===== config.mk =====
export PLATFORM = sky130hd
export DESIGN_NAME = trap_seq
export DESIGN_NICKNAME = d
export VERILOG_FILES = /design/src/rtl/trap_seq_pkg.sv /design/src/rtl/trap_tgt_sel.sv /design/src/rtl/trap_vec_sel.sv /design/src/rtl/trap_seq.sv
export SDC_FILE = /design/constraint.sdc
export NUM_CORES = 1
export LEC_CHECK = 0
export ABC_AREA = 1
export BUFFER_PORTS_ARGS = -buffer_cell sky130_fd_sc_hd__buf_2
export CORE_AREA = 4 4 154 156
export CTS_BUF_LIST = sky130_fd_sc_hd__clkbuf_4 sky130_fd_sc_hd__clkbuf_8
export CTS_CLUSTER_SIZE = 40
export DETAILED_ROUTE_END_ITERATION = 6
export DIE_AREA = 0 0 158 160
export GPL_TIMING_DRIVEN = 0
export PLACE_DENSITY = 0.68
export SYNTH_ARGS = -nofsm -noshare
export SYNTH_HDL_FRONTEND = slang
export SYNTH_SLANG_ARGS = --single-unit

===== constraint.sdc =====
create_clock -name clk -period 2.5 [get_ports clk]
set_clock_uncertainty 0.05 [all_clocks]
set_input_delay 0 -clock clk [delete_from_list [all_inputs] [get_ports clk]]
set_output_delay 0 -clock clk [all_outputs]
set_load 0.01 [all_outputs]

===== src/rtl/trap_seq_pkg.sv =====
package trap_seq_pkg;

    typedef enum logic [1:0] {
        PRIV_U = 2'b00,
        PRIV_S = 2'b01,
        PRIV_M = 2'b11
    } priv_e;

    typedef enum logic [1:0] {
        EV_TRAP = 2'b00,
        EV_MRET = 2'b01,
        EV_SRET = 2'b10,
        EV_NONE = 2'b11
    } ev_e;

endpackage


===== src/rtl/trap_tgt_sel.sv =====
module trap_tgt_sel
    import trap_seq_pkg::*;
#(
    parameter int CODE_W = 5,
    parameter bit HAS_S  = 1'b1
) (
    input  logic [1:0]             cur_priv,
    input  logic [CODE_W-1:0]      code,
    input  logic [2**CODE_W-1:0]   mask,
    output logic [1:0]             tgt_priv,
    output logic                   tgt_is_s
);
    logic       delegate;
    logic [1:0] cand;

    always_comb begin
        delegate = HAS_S && mask[code];
        cand     = delegate ? PRIV_S : PRIV_M;
        // never drop below the level the trap was raised at
        tgt_priv = (cand < cur_priv) ? cur_priv : cand;
        tgt_is_s = (tgt_priv == PRIV_S);
    end

endmodule


===== src/rtl/trap_vec_sel.sv =====
module trap_vec_sel
    import trap_seq_pkg::*;
#(
    parameter int XLEN = 32
) (
    input  logic [1:0]      kind,
    input  logic            tgt_is_s,
    input  logic [XLEN-1:0] mtvec_base,
    input  logic [XLEN-1:0] stvec_base,
    input  logic [XLEN-1:0] mepc_cur,
    input  logic [XLEN-1:0] sepc_cur,
    output logic [XLEN-1:0] pc_out
);
    localparam logic [XLEN-1:0] VEC_MASK = ~{{(XLEN-2){1'b0}}, 2'b11};
    localparam logic [XLEN-1:0] RET_MASK = ~{{(XLEN-1){1'b0}}, 1'b1};

    always_comb begin
        unique case (kind)
            EV_MRET: pc_out = mepc_cur & RET_MASK;
            EV_SRET: pc_out = sepc_cur & RET_MASK;
            default: pc_out = (tgt_is_s ? stvec_base : mtvec_base) & VEC_MASK;
        endcase
    end

endmodule


===== src/rtl/trap_seq.sv =====
module trap_seq
    import trap_seq_pkg::*;
#(
    parameter int XLEN   = 32,
    parameter int CODE_W = 5,
    parameter bit HAS_S  = 1'b1,
    parameter bit HAS_U  = 1'b1
) (
    input  logic                  clk,
    input  logic                  rst_n,
    input  logic                  ev_valid,
    input  logic [1:0]            ev_kind,
    input  logic                  ev_intr,
    input  logic [CODE_W-1:0]     ev_code,
    input  logic [XLEN-1:0]       ev_pc,
    input  logic                  ev_tval_valid,
    input  logic [XLEN-1:0]       ev_tval,
    input  logic [2**CODE_W-1:0]  deleg_mask,
    input  logic [XLEN-1:0]       mtvec_base,
    input  logic [XLEN-1:0]       stvec_base,
    input  logic                  mprv_set,
    output logic [1:0]            priv,
    output logic                  st_mie,
    output logic                  st_mpie,
    output logic [1:0]            st_mpp,
    output logic                  st_sie,
    output logic                  st_spie,
    output logic                  st_spp,
    output logic                  st_mprv,
    output logic [XLEN-1:0]       mcause,
    output logic [XLEN-1:0]       mepc,
    output logic [XLEN-1:0]       mtval,
    output logic [XLEN-1:0]       scause,
    output logic [XLEN-1:0]       sepc,
    output logic [XLEN-1:0]       stval,
    output logic                  redirect,
    output logic [XLEN-1:0]       next_pc
);
    localparam int         PAD_W   = XLEN - 1 - CODE_W;
    localparam logic [1:0] LOW_PRV = HAS_U ? PRIV_U : PRIV_M;

    typedef struct packed {
        logic [1:0]      prv;
        logic            mie;
        logic            mpie;
        logic [1:0]      mpp;
        logic            sie;
        logic            spie;
        logic            spp;
        logic            mprv;
        logic [XLEN-1:0] mcause;
        logic [XLEN-1:0] mepc;
        logic [XLEN-1:0] mtval;
        logic [XLEN-1:0] scause;
        logic [XLEN-1:0] sepc;
        logic [XLEN-1:0] stval;
        logic            redir;
        logic [XLEN-1:0] npc;
    } st_t;

    st_t st_d, st_q;

    logic [1:0]      tgt_priv;
    logic            tgt_is_s;
    logic [XLEN-1:0] tgt_pc;
    logic [XLEN-1:0] cause_val;
    logic [XLEN-1:0] tval_val;

    trap_tgt_sel #(
        .CODE_W (CODE_W),
        .HAS_S  (HAS_S)
    ) u_tgt (
        .cur_priv (st_q.prv),
        .code     (ev_code),
        .mask     (deleg_mask),
        .tgt_priv (tgt_priv),
        .tgt_is_s (tgt_is_s)
    );

    trap_vec_sel #(
        .XLEN (XLEN)
    ) u_vec (
        .kind       (ev_kind),
        .tgt_is_s   (tgt_is_s),
        .mtvec_base (mtvec_base),
        .stvec_base (stvec_base),
        .mepc_cur   (st_q.mepc),
        .sepc_cur   (st_q.sepc),
        .pc_out     (tgt_pc)
    );

    always_comb begin
        cause_val = {ev_intr, {PAD_W{1'b0}}, ev_code};
        tval_val  = ev_tval_valid ? ev_tval : '0;

        st_d       = st_q;
        st_d.redir = 1'b0;
        st_d.mprv  = st_q.mprv | mprv_set;

        if (ev_valid) begin
            unique case (ev_kind)
                EV_TRAP: begin
                    st_d.redir = 1'b1;
                    st_d.npc   = tgt_pc;
                    if (tgt_is_s) begin
                        st_d.scause = cause_val;
                        st_d.spie   = st_q.sie;
                        st_d.sie    = 1'b0;
                        st_d.spp    = (st_q.prv == PRIV_S);
                        st_d.stval  = tval_val;
                        st_d.sepc   = ev_pc;
                        st_d.prv    = PRIV_S;
                    end else begin
                        st_d.mcause = cause_val;
                        st_d.mpie   = st_q.mie;
                        st_d.mie    = 1'b0;
                        st_d.mpp    = st_q.prv;
                        st_d.mtval  = tval_val;
                        st_d.mepc   = ev_pc;
                        st_d.prv    = PRIV_M;
                    end
                end
                EV_MRET: begin
                    st_d.redir = 1'b1;
                    st_d.npc   = tgt_pc;
                    st_d.mie   = st_q.mpie;
                    st_d.mpie  = 1'b1;
                    st_d.prv   = st_q.mpp;
                    st_d.mpp   = LOW_PRV;
                    if (st_q.mpp != PRIV_M) st_d.mprv = 1'b0;
                end
                EV_SRET: begin
                    if (HAS_S) begin
                        st_d.redir = 1'b1;
                        st_d.npc   = tgt_pc;
                        st_d.sie   = st_q.spie;
                        st_d.spie  = 1'b1;
                        st_d.prv   = st_q.spp ? PRIV_S : PRIV_U;
                        st_d.spp   = 1'b0;
                        st_d.mprv  = 1'b0;
                    end
                end
                default: ;
            endcase
        end
    end

    always_ff @(posedge clk) begin
        if (!rst_n) begin
            st_q     <= '0;
            st_q.prv <= PRIV_M;
            st_q.mpp <= LOW_PRV;
        end else begin
            st_q <= st_d;
        end
    end

    assign priv     = st_q.prv;
    assign st_mie   = st_q.mie;
    assign st_mpie  = st_q.mpie;
    assign st_mpp   = st_q.mpp;
    assign st_sie   = st_q.sie;
    assign st_spie  = st_q.spie;
    assign st_spp   = st_q.spp;
    assign st_mprv  = st_q.mprv;
    assign mcause   = st_q.mcause;
    assign mepc     = st_q.mepc;
    assign mtval    = st_q.mtval;
    assign scause   = st_q.scause;
    assign sepc     = st_q.sepc;
    assign stval    = st_q.stval;
    assign redirect = st_q.redir;
    assign next_pc  = st_q.npc;


    no_downgrade_chk: assert property (@(posedge clk) disable iff (!rst_n)
        (ev_valid && ev_kind == EV_TRAP) |=> (priv >= $past(priv)));


    mtrap_save_chk: assert property (@(posedge clk) disable iff (!rst_n)
        (ev_valid && ev_kind == EV_TRAP && !tgt_is_s) |=>
        (priv == PRIV_M && !st_mie && st_mpie == $past(st_mie)
         && mepc == $past(ev_pc) && st_mpp == $past(priv)));


    strap_save_chk: assert property (@(posedge clk) disable iff (!rst_n)
        (ev_valid && ev_kind == EV_TRAP && tgt_is_s) |=>
        (priv == PRIV_S && !st_sie && st_spie == $past(st_sie)
         && sepc == $past(ev_pc) && $stable(mepc)));


    mret_restore_chk: assert property (@(posedge clk) disable iff (!rst_n)
        (ev_valid && ev_kind == EV_MRET) |=>
        (st_mpie && st_mie == $past(st_mpie) && priv == $past(st_mpp)));


    mprv_drop_chk: assert property (@(posedge clk) disable iff (!rst_n)
        (ev_valid && (ev_kind == EV_MRET || ev_kind == EV_SRET)) |=>
        (priv == PRIV_M || !st_mprv));


    redir_align_chk: assert property (@(posedge clk) disable iff (!rst_n)
        redirect |-> (next_pc[0] == 1'b0));


    idle_hold_chk: assert property (@(posedge clk) disable iff (!rst_n)
        (!ev_valid && !mprv_set) |=>
        (!redirect && $stable(priv) && $stable(st_mpp) && $stable(st_mie)
         && $stable(st_sie) && $stable(mepc) && $stable(sepc)));

endmodule


# After elaboration in Yosys (flattened, before gate mapping)
# Cells that the tools add are included.
# word_totals
regBits,183
latchBits,0
ramBits,0
romBits,0
elab_cells,60
memories,0
# classes
add_sub_neg,0
mul,0
div_mod_pow,0
n_lt_le_gt_ge,2
eq_ne,7
shift,0
muxes,21
bitwise,2
reduce_logical,12
# op_table
cell,n
two-way mux 226 bit,1
two-way mux 192 bit,1
two-way mux 96 bit,2
two-way mux 32 bit,2
case mux 32 bit (2 select lines),1
two-way mux 33 bit,1
AND reduction 3 bit,4
case mux 4 bit (2 select lines),1
"equality test 2 x 1 -> 1 bit, second input constant",3
"less-than comparator 5 x 6 -> 1 bit, second input constant",1
two-way mux 2 bit,3
case mux 2 bit (3 select lines),1
case mux 3 bit (2 select lines),1
AND reduction 2 bit,3
binary-select mux 1 bit (select 5 bit),1
two-way mux 4 bit,1
"inequality test 2 bit, second input constant",2
nonzero test 2 bit,2
two-way mux 1 bit,3
two-way mux 3 bit,1
nonzero test 3 bit,1
OR reduction 3 bit,1
"equality test 2 bit, second input constant",1
zero test 2 bit,1
other kinds (5),5

# Depth between registers and ports, before layout
# depth
depth_word,10
depth_mapped,16

# By module
# Synthesis repeated with hierarchy kept, for this count alone.
# unflattened
hier_cells,1414
area_unflattened_um2,9211.3
# by_module_without_submodules
mod,instances,cells_per_inst,area_per_inst_um2,seq_area_each_um2
trap_seq,1,1004,7473.4,3663.5
trap_vec_sel,1,329,1317.5,0.0
trap_tgt_sel,1,81,420.4,0.0

# Worst setup path after synthesis
# No wires, ideal clock.
# synth_path
path_kind,input-to-reg
from,input port ev_code[0]
to,register st_q (netlist bit mtval[14])
setup_time_ns,0.115
arrival_ns,1.437
t_required_ns,2.335
slack_ns,0.898
stages,14
path_buffers,4
path_cell_list,buf_4 -> buf_2 -> nand2_1 -> nand3_1 -> nand3_1 -> nand2_1 -> nand2_1 -> nand3b_2 -> nand3_2 -> nand3_2 -> buf_6 -> buf_4 -> a21oi_1 -> nor2_1
# synth_between
elab_chain_cells,8
# synth_lines
element,line_no,source
start: declaration,trap_seq.sv:14,"input logic [CODE_W-1:0] ev_code,"
binary-select mux 1 bit (select 5 bit) *,trap_tgt_sel.sv:17,delegate = HAS_S && mask[code];
two-way mux 1 bit (not written as such) *,trap_tgt_sel.sv:17,
two-way mux 2 bit *,trap_tgt_sel.sv:18,cand = delegate ? PRIV_S : PRIV_M;
less-than comparator 2 bit,trap_tgt_sel.sv:20,tgt_priv = (cand < cur_priv) ? cur_priv : cand;
two-way mux 2 bit *,trap_tgt_sel.sv:20,
equality test 2 x 1 -> 1 bit *,trap_tgt_sel.sv:21,tgt_is_s = (tgt_priv == PRIV_S);
inverter 1 bit (no line) *,--,
AND reduction 3 bit (no line) *,--,
end signal: assignment,trap_seq.sv:154,st_q <= st_d;
end: declaration,trap_seq.sv:61,"st_t st_d, st_q;"
# Every way passes the cells marked *; elsewhere a longest branch is shown, timed or not. The select of a mux whose other input is x is not followed.
# A chain may end at the register's enable or synchronous reset.

# Final worst setup path
# layout_path
from,input port ev_code[1]
to,register st_q (netlist bit next_pc[6])
# layout_between
elab_chain_cells,8
# layout_lines
element,line_no,source
binary-select mux 1 bit (select 5 bit) *,trap_tgt_sel.sv:17,
two-way mux 1 bit (not written as such) *,trap_tgt_sel.sv:17,
two-way mux 2 bit *,trap_tgt_sel.sv:18,
less-than comparator 2 bit,trap_tgt_sel.sv:20,
two-way mux 2 bit *,trap_tgt_sel.sv:20,
equality test 2 x 1 -> 1 bit *,trap_tgt_sel.sv:21,
two-way mux 32 bit *,trap_vec_sel.sv:21,default: pc_out = (tgt_is_s ? stvec_base : mtvec_base) & VEC_MASK;
case mux 32 bit (2 select lines) *,trap_vec_sel.sv:18,unique case (kind)
# Marks and branches as above.

==> flow_metrics.env <==
export IMPL_yosysTopAreaCell="dfxtp_1"
export IMPL_synth_edf_count=0
export IMPL_ant_nets=0
export IMPL_rsz0062_at_grt="false"
export IMPL_syn_area_sq_um=8580
export IMPL_p_switching_mw=1.99
export IMPL_worst_pin_slew_ns=0.766
export IMPL_grt_overflow=0
export IMPL_clk_pin_slew_worst_paths_ns=0.10
export IMPL_grt_pass1_vias=9717
export IMPL_maxCapViolCount=0
export IMPL_wl_per_cell_um=16.6
export IMPL_p_leak_nw=6.52
export IMPL_cts_made_buffers=17
export IMPL_p_per_area_nw_per_um2=517
export IMPL_post_route_drc_count=0
export IMPL_fp_row_count=55
export IMPL_async_flop_share_pct=0
export IMPL_routed_wl_um=34800
export IMPL_viasPerCell=4.83
export IMPL_tns_ns=0
export IMPL_gp_congestion=0.911
export IMPL_dp_hpwl_um=26200
export IMPL_clkSinkCount=182
export IMPL_setup_viol=0
export IMPL_start_kind="input pin"
export IMPL_h_tree_depth=4
export IMPL_io_pins=408
export IMPL_ys_seq_area_share_pct=42.5
export IMPL_post_cts_repair_setup_buffers=0
export IMPL_synth_top_cell_area_share_pct=42.5
export IMPL_clock_path_buffers=2
export IMPL_crit_fanout=10
export IMPL_status="finished, final reports clean"
export IMPL_end_kind="flop"
export IMPL_synth_area_per_cell_sq_um=6.85
export IMPL_die_h_um=160
export IMPL_yosysMostFrequentCell="nand2_1"
export IMPL_io_buffers=347
export IMPL_min_period_over_period_pct=94.2
export IMPL_vias=10200
export IMPL_ys_ff_latch=182
export IMPL_worstPathRequired_ns=2.78
export IMPL_p_clk_share_pct=32.7
export IMPL_finalMaxSlewViolations=0
export IMPL_pwr_share_seq_pct=46.9
export IMPL_clk_latency_ns=0.47
export IMPL_max_slew_margin_pct=48.9
export IMPL_drt_pass1_iter_count=5
export IMPL_total_power_mw=6.53
export IMPL_die_w_um=158
export IMPL_synth_common_cells="282 x nand2_1, 182 x dfxtp_1, 137 x nor2_1"
export IMPL_cts_tree="done"
export IMPL_antenna_found_initial=1
export IMPL_syn_inst=1252
export IMPL_core_sq_um=22400
export IMPL_grt_total_usage_pct=26.3
export IMPL_switching_share_pct=30.4
export IMPL_dieArea_sq_um=25300
export IMPL_area_delta_synth_final_pct=47.4
export IMPL_final_nets=1979
export IMPL_netlist_top_cells_area="dfxtp_1 42%, nand2_1 12%, o21ai_0 7.8%, a21oi_1 6.9%, nor2_1 6.0%"
export IMPL_hold_slack_ns=0.0541
export IMPL_worstPathArrival_ns=2.64
export IMPL_grt_pass1_wl_um=52600
export IMPL_fmax_mhz=424
export IMPL_start_util_pct=38.4
export IMPL_ys_flop_type="dfxtp_1"
export IMPL_root_buffer="clkbuf_8"
export IMPL_ys_types=26
export IMPL_ir_worst_vdd_v=0.000279
export IMPL_stdcell_count=2101
export IMPL_yosysWarnings=0
export IMPL_period_needed_ns=2.36
export IMPL_drtIter0Drc=744
export IMPL_drive_gt1_share_pct=26.7
export IMPL_grt_max_degree=18
export IMPL_finalHoldViolCount=0
export IMPL_post_route_util_pct=56.5
export IMPL_power_share_combinational_pct=20.3
export IMPL_place_inst=1936
export IMPL_p_int_mw=4.55
export IMPL_critPathKind="in2reg"
export IMPL_hp_class="in2reg"
per-stage QoR:
step | setup slack (ns) | area, sq um
after global routing | 0.0261 | 12600
after detailed placement | 0.187 | 10900
after floorplan | 0.898 | 8770
after CTS | 0.0656 | 12600
after global placement | 0.230 | 10900
final | 0.144 | 12600
cells by family (layout without fill, tap and decap cells):
| logic type | after synthesis | count (layout) | share of synthesized area, % |
|---|---|---|---|
| buffers and inverters | 255 | 766 | 14.6 |
| DFF | 182 | 182 | 42.5 |
| adders and majority gates | 4 | 4 | 0.583 |
| other | 1 | 54 | 0.0437 |
| AOI/OAI and AO/OA | 287 | 287 | 16.8 |
| and+or+nand+nor | 523 | 523 | 25.5 |
power groups by stage:
| stage | clock network (mW) | logic, mW | registers, mW |
|---|---|---|---|
| floorplan | 0 | 0.586 | 3.18 |
| global route | 2.29 | 1.46 | 3.08 |
| CTS | 2.17 | 1.30 | 3.07 |
| finish | 2.14 | 1.33 | 3.07 |
| detailed placement | 0 | 1.10 | 3.13 |
| global placement | 0 | 1.09 | 3.13 |
per-layer routing:
metal  global-route usage, %  part of all wire, %
met1                    32.3                   41
met2                    44.0                   48
met3                    7.37                  7.8
met4                    9.23                  3.5
met5                       0                    0
cells in the final DEF, fill, tap and decap left out, types with 37 or more instances in the layout:
| cell type | count |
|---|---|
| a21oi_1 | 119 |
| dfxtp_1 | 182 |
| o21ai_0 | 133 |
| nand4_1 | 37 |
| buf_4 | 59 |
| clkbuf_1 | 48 |
| buf_2 | 369 |
| dlygate4sd3_1 | 132 |
| nand2_1 | 282 |
| nor2_1 | 137 |
| nand3_1 | 57 |
| inv_1 | 107 |
| conb_1 | 53 |
state kept, by name (all words and copies together) (netlist names), 2 cells and up:
name	cells
stval	32
next_pc	31
mtval	32
st_mpp	2
mepc	32
scause	6
priv	2
mcause	6
sepc	32
critical path: stages:
cell and delay, ns:
dlygate4sd3_1 0.54, buf_2 0.14, clkbuf_4 0.19, nand3_1 0.10
nand3_1 0.08, nand2_1 0.08, nand2_1 0.09, nand3b_4 0.16
nand3_4 0.14, clkbuf_4 0.22, nand2_1 0.09, nand3_1 0.08
dlygate4sd3_1 0.59, nand2_1 0.07, a21oi_1 0.05
area by class of cell:
class	count	area [sq um]
diodes	1	2.50
plain buffers	143	843
clock buffers	18	248
clock inverters	14	166
fillers	2173	9720
inverters	112	427
multi-input cells	867	3900
flip-flops and latches	182	3640
well taps	285	357
repair buffers	479	3060
what timing repair did:
action                                  4_1_cts  5_1_grt
hold endpoints to repair                    170        0
endpoints found under the setup margin        0       29
resized for setup                             0       16
hold buffers                                132        0
worst paths after layout:
| path | startpoint | to | slack (ns) | cells past startpoint |
|---|---|---|---|---|
| worst max-delay path | ev_code[1] | next_pc[6]$_SDFFE_PN0P_ | 0.14 | 15 |
| worst min-delay path | ev_code[0] | scause[0]$_SDFFE_PN0P_ | 0.05 | 4 |
| worst max register to register | priv[1]$_SDFFE_PN1P_ | next_pc[3]$_SDFFE_PN0P_ | 0.20 | 7 |
| worst min register to register | stval[14]$_SDFFE_PN0P_ | stval[14]$_SDFFE_PN0P_ | 0.40 | 2 |
Power figures use the tool's default switching activity.
